--- src/rtl/bist_chk_pkg.sv ---
package bist_chk_pkg;

  typedef enum logic [1:0] {
    ST_IDLE = 2'd0,
    ST_RUN  = 2'd1,
    ST_DONE = 2'd2
  } chkState_t;

  // Strobes from control to datapath, all valid for one cycle.
  typedef struct packed {
    logic load;   // accepted start: latch base, clear offsets and errors
    logic issue;  // request handshake this cycle
    logic beat;   // response word accepted this cycle
  } chkStrobe_t;

endpackage

--- src/rtl/bist_chk_ctrl.sv ---
module bist_chk_ctrl
  import bist_chk_pkg::*;
#(
  parameter int LEN_W = 32
) (
  input  logic             clk,
  input  logic             rst,
  input  logic             start,
  input  logic [LEN_W-1:0] length,
  input  logic             cmdReady,
  input  logic             rdValid,
  output chkStrobe_t       strobe,
  output logic             cmdValid,
  output logic             done
);

  localparam logic [LEN_W-1:0] LEN_ONE = LEN_W'(1);

  chkState_t        state;
  chkState_t        stateNext;
  logic [LEN_W-1:0] lenReg;
  logic [LEN_W-1:0] issueCnt;
  logic [LEN_W-1:0] recvCnt;
  logic             running;
  logic             startOk;
  logic             issueFire;
  logic             beatFire;
  logic             lastBeat;
  logic             emptyRun;

  always_comb begin
    running   = (state == ST_RUN);
    startOk   = start && !running;
    cmdValid  = running && (issueCnt != lenReg);
    issueFire = cmdValid && cmdReady;
    beatFire  = running && rdValid && (recvCnt != lenReg);
    lastBeat  = beatFire && ((recvCnt + LEN_ONE) == lenReg);
    emptyRun  = running && (lenReg == '0);
    strobe.load  = startOk;
    strobe.issue = issueFire;
    strobe.beat  = beatFire;
  end

  always_comb begin
    stateNext = state;
    unique case (state)
      ST_IDLE: if (startOk) stateNext = ST_RUN;
      ST_RUN:  if (emptyRun || lastBeat) stateNext = ST_DONE;
      ST_DONE: if (startOk) stateNext = ST_RUN;
      default: stateNext = ST_IDLE;
    endcase
  end

  always_ff @(posedge clk) begin
    if (rst) begin
      state    <= ST_IDLE;
      lenReg   <= '0;
      issueCnt <= '0;
      recvCnt  <= '0;
    end else begin
      state <= stateNext;
      if (startOk) begin
        lenReg   <= length;
        issueCnt <= '0;
        recvCnt  <= '0;
      end else begin
        if (issueFire) issueCnt <= issueCnt + LEN_ONE;
        if (beatFire)  recvCnt  <= recvCnt + LEN_ONE;
      end
    end
  end

  assign done = (state == ST_DONE);

endmodule

--- config.mk ---
export PLATFORM = sky130hd
export DESIGN_NAME = bist_chk_ctrl
export DESIGN_NICKNAME = d
export VERILOG_FILES = /design/src/rtl/bist_chk_pkg.sv /design/src/rtl/bist_chk_ctrl.sv
export SDC_FILE = /design/constraint.sdc
export NUM_CORES = 1
export LEC_CHECK = 0
export BUFFER_PORTS_ARGS = -buffer_cell sky130_fd_sc_hd__clkbuf_2
export CORE_AREA = 2 2 106 108
export DETAILED_ROUTE_END_ITERATION = 7
export DIE_AREA = 0 0 108 110
export HOLD_SLACK_MARGIN = 0.1
export PLACE_DENSITY = 0.73
export SLEW_MARGIN = 15
export SYNTH_ARGS = -nofsm -noshare
export SYNTH_HDL_FRONTEND = slang
export SYNTH_SLANG_ARGS = --single-unit
export TNS_END_PERCENT = 30
--- constraint.sdc ---
create_clock -name clk -period 4.2 [get_ports clk]
set_input_delay 0.84 -clock clk [delete_from_list [all_inputs] [get_ports clk]]
set_output_delay 0.84 -clock clk [all_outputs]
set_load 0.05 [all_outputs]
# After elaboration in Yosys (flattened, before gate mapping)
# Index checks and enable logic that the tools add are counted.
# classes
add_sub_neg	2
muxes	3
n_eq_ne	7
n_reduce_logical	14
# op_table
operator	count
$add A32 B1 Y32 const B	2
$ne A32 B32 Y1	2
$eq A32 B32 Y1	1
$logic_not A32 Y1	1
$logic_and A1 B1 Y1	7
$mux W2	2
$ne A2 B1 Y1 const B	2
$pmux W2 S2	1
$reduce_or A2 Y1	2
$eq A2 B1 Y1 const B	1
$eq A2 B2 Y1 const B	1
$logic_not A2 Y1	1
$reduce_and A2 Y1	1
$logic_not A1 Y1	1
$logic_or A1 B1 Y1	1
# word_totals
inputBits	37
ff_bits	98

# Depth between registers and ports, before layout
# depth
word_depth	7
depth_mapped	10

# Worst setup path before layout
# Ideal clock, no wire load.
# synth_path
kind	flip-flop to output port
from	register lenReg[3]
to	output strobe[0] (netlist name)
t_required_ps	3360
t_arrival_ps	1765
path_stages_with_launch	8
path_slack_ps	1595
cell_sequence	dfxtp_1 clkbuf_1 xor2_1 nor3_1 and3_1 a31oi_2 clkbuf_1 buf_4
# synth_between
elab_chain_cells	2
# synth_lines
item	line	source
start, declared	bist_chk_ctrl.sv:21	logic [LEN_W-1:0] lenReg;
start signal, assigned	bist_chk_ctrl.sv:63	lenReg <= length;
$ne A32 B32 Y1	bist_chk_ctrl.sv:36	beatFire = running && rdValid && (recvCnt != lenReg);
$logic_and A1 B1 Y1	bist_chk_ctrl.sv:36	
end, declared	bist_chk_ctrl.sv:12	output chkStrobe_t strobe,
# Every way passes these cells.

==> impl_metrics.json <==
{
  "post_dp_cell_area_sq_mm": 0.00598,
  "layout-drive-gt1-share": 0.103,
  "synth_seq_area_share": 0.338,
  "vias": 5280,
  "ys_warn_count": 0,
  "fin_util": 0.578,
  "drt-wirelength-per-cell_um": 17.6,
  "final_nets": 777,
  "p_leak_nw": 2.43,
  "drv_slew": 0,
  "tightest_slew_ps": 736,
  "max_clock_freq_mhz": 325,
  "antenna_found_initial": 0,
  "die_w_um": 108,
  "die-area_sq_mm": 0.0119,
  "busiest_layer": "met2",
  "ctsResizeCount": 0,
  "clk_latency_ps": 370,
  "cts_made_buffers": 9,
  "finalSetupViolCount": 0,
  "r2r_end": "recvCnt[22]",
  "clk_pin_slew_ps": 90,
  "firstDrtPassIters": 5,
  "hold_end": "lenReg[29]",
  "grt_pass1_wl_um": 25000,
  "start_util": 0.543,
  "crit_type": "register to output port",
  "postRouteAntennaNets": 0,
  "fin_crit_ps": 3070,
  "syn_area_sq_mm": 0.00581,
  "io_pins": 42,
  "met3_usage": 0.0447,
  "max-cap-violations": 0,
  "grt_max_degree": 37,
  "core_area_sq_mm": 0.0107,
  "hold_viol": 0,
  "die_height_um": 110,
  "io_buffers": 41,
  "yosys.cell_count.top_type": "nand2_1",
  "ys_types": 59,
  "synth_edf_count": 0,
  "viasPerCell": 5.99,
  "tns_ps": 0,
  "synth-main-ff-cell": "dfxtp_1",
  "cts_hold_buffers": 0,
  "n_fill_cell": 1005,
  "cts-htree-levels": 3,
  "worstPathCellList": "xor2_1 -> nor4_1 -> nand4_1 -> o211a_1 -> clkbuf_2",
  "startpoint": "lenReg[8]",
  "finalCritPeriodShare": 0.732,
  "hold_class": "register to register",
  "drc_errors": 0,
  "cp_slowest_stage_delay_ps": 490,
  "grt_pass1_vias": 4955,
  "synth_top_area_share": 0.338,
  "yosys-top-cells-count": "105 x nand2_1, 98 x dfxtp_1, 84 x xor2_1, 72 x nor2_1, 47 x a21oi_1",
  "met1_usage": 0.368,
  "cts.sinks": 98,
  "r2r-start": "recvCnt[7]",
  "design_area_sq_mm": 0.00619,
  "synth_cells": 730,
  "cp.buffers_inverters": 1,
  "synth_seq_cells": 98,
  "status": "completed",
  "path_max_fanout": 13,
  "synth_async_sr_flop_share": 0,
  "crit_required_ps": 3360,
  "antennaDiodeCount": 0,
  "crit_arrival_ps": 2230,
  "cts_tree": "yes",
  "reg2regPathDepth": 9,
  "cp_top_family": "simple AND/OR/NAND/NOR gates",
  "yosysTopAreaCell": "dfxtp_1",
  "cts_setup_buffers": 0,
  "placementRows": 38,
  "grt.overflow.total": 0,
  "gp_routability_congestion": 0.982,
  "slowest_stage": "dfxtp_1",
  "cp-start-kind": "register",
  "drtIter0Drc": 369,
  "endpoint_kind": "output port",
  "syn_to_final_growth_pct": 6.48,
  "rrSetupSlack_ps": 1280,
  "syn_avg_cell_area_sq_um": 7.96,
  "synth_fp_nets": 769,
  "grt_use_total": 0.273,
  "skew_ps": 8.83,
  "rsz0062_at_grt": "no",
  "synth_area_leaders": "dfxtp_1 34%, xor2_1 13%, nand2_1 6.8%",
  "hold_depth": 2,
  "met2_usage": 0.434,
  "clock_path_buffers": 2,
  "wl_um": 15500,
  "p_per_area_mw_per_mm2": 307,
  "ir_drop_uv": 182,
  "slew_headroom": 0.505,
  "dp_hpwl_um": 11600,
  "cts-root-buf": "clkbuf_8",
  "worstHoldStart": "lenReg[29]"
}
==> cell type report <==
cell class	count	area, sq um	share of cell area
multi-input combinational	570	3550	0.574
sequential	98	1960	0.317
timing repair buffer	46	243	0.0392
tap	140	175	0.0283
clock buffer	9	124	0.0200
clock inverter	5	81.3	0.0131
inverter	13	48.8	0.00789
==> stage by stage <==
stage	total power, mW	hold slack (ps)	instances	setup WS [ps]
floorplan	1.18	481	730	1590
global placement	1.25	496	867	1290
detailed placement	1.25	516	867	1290
CTS	1.91	531	881	1150
global route	1.97	545	881	1010
finish	1.90	531	881	1130
==> worst min-delay path, delay by kind of cell (launching register included) <==
kind	cells	cell delay (ps)
DFF	1	360
and+or+nand+nor	1	70
AOI/OAI and AO/OA	1	60
==> cells by family (layout without fill, tap and decap cells) <==
family / Yosys count / after routing / share of synthesized area
compound gates: 86 / 86 / 0.0874
mux: 6 / 6 / 0.0103
buf+inv: 62 / 73 / 0.0512
fa+ha+maj: 2 / 2 / 0.00431
flops: 98 / 98 / 0.338
simple gates: 348 / 348 / 0.316
xor+xnor: 128 / 128 / 0.193
==> cells in the final DEF, fill, tap and decap left out, types with 6 or more instances in the layout <==
master | netlist | final
a21oi_1 | 47 | 47
o21ai_0 | 15 | 15
and3_1 | 12 | 12
mux2i_1 | 6 | 6
nor3_1 | 18 | 18
inv_1 | 13 | 13
nand2_1 | 105 | 105
nand4_1 | 23 | 23
clkbuf_8 | 0 | 9
nand3_1 | 26 | 26
dfxtp_1 | 98 | 98
nor2_1 | 72 | 72
or3_1 | 12 | 12
nor4_1 | 27 | 27
and2_1 | 9 | 9
clkbuf_2 | 1 | 41
and4_1 | 9 | 9
xnor2_1 | 44 | 44
xor2_1 | 84 | 84
==> worst max path at each step <==
stage / to / depth (start not counted)
detailed placement: recvCnt[22] / 9
global route: strobe[1] / 5
global placement: recvCnt[22] / 9
finish: strobe[1] / 5
CTS: strobe[1] / 5
floorplan: strobe[0] / 7
==> report_power, final <==
part	switching, mW	internal [mW]	total, mW
Clock	0.334	0.329	0.663
Combinational	0.146	0.0955	0.241
Sequential	0.0427	0.951	0.994
Total	0.523	1.38	1.90
==> sequential cells by signal, indices dropped and copies added, names as in the netlist <==
register / flops
issueCnt: 32
lenReg: 32
recvCnt: 32
state: 2
==> layer usage <==
layer	up-vias	routed length, um	part of all wire
met5	-	0	0
met2	250	7080	0.46
met1	2466	6690	0.43
met3	43	1170	0.075
met4	0	538	0.035
li1	2521	-	-
No activity file was read; power rests on OpenSTA's default activity.
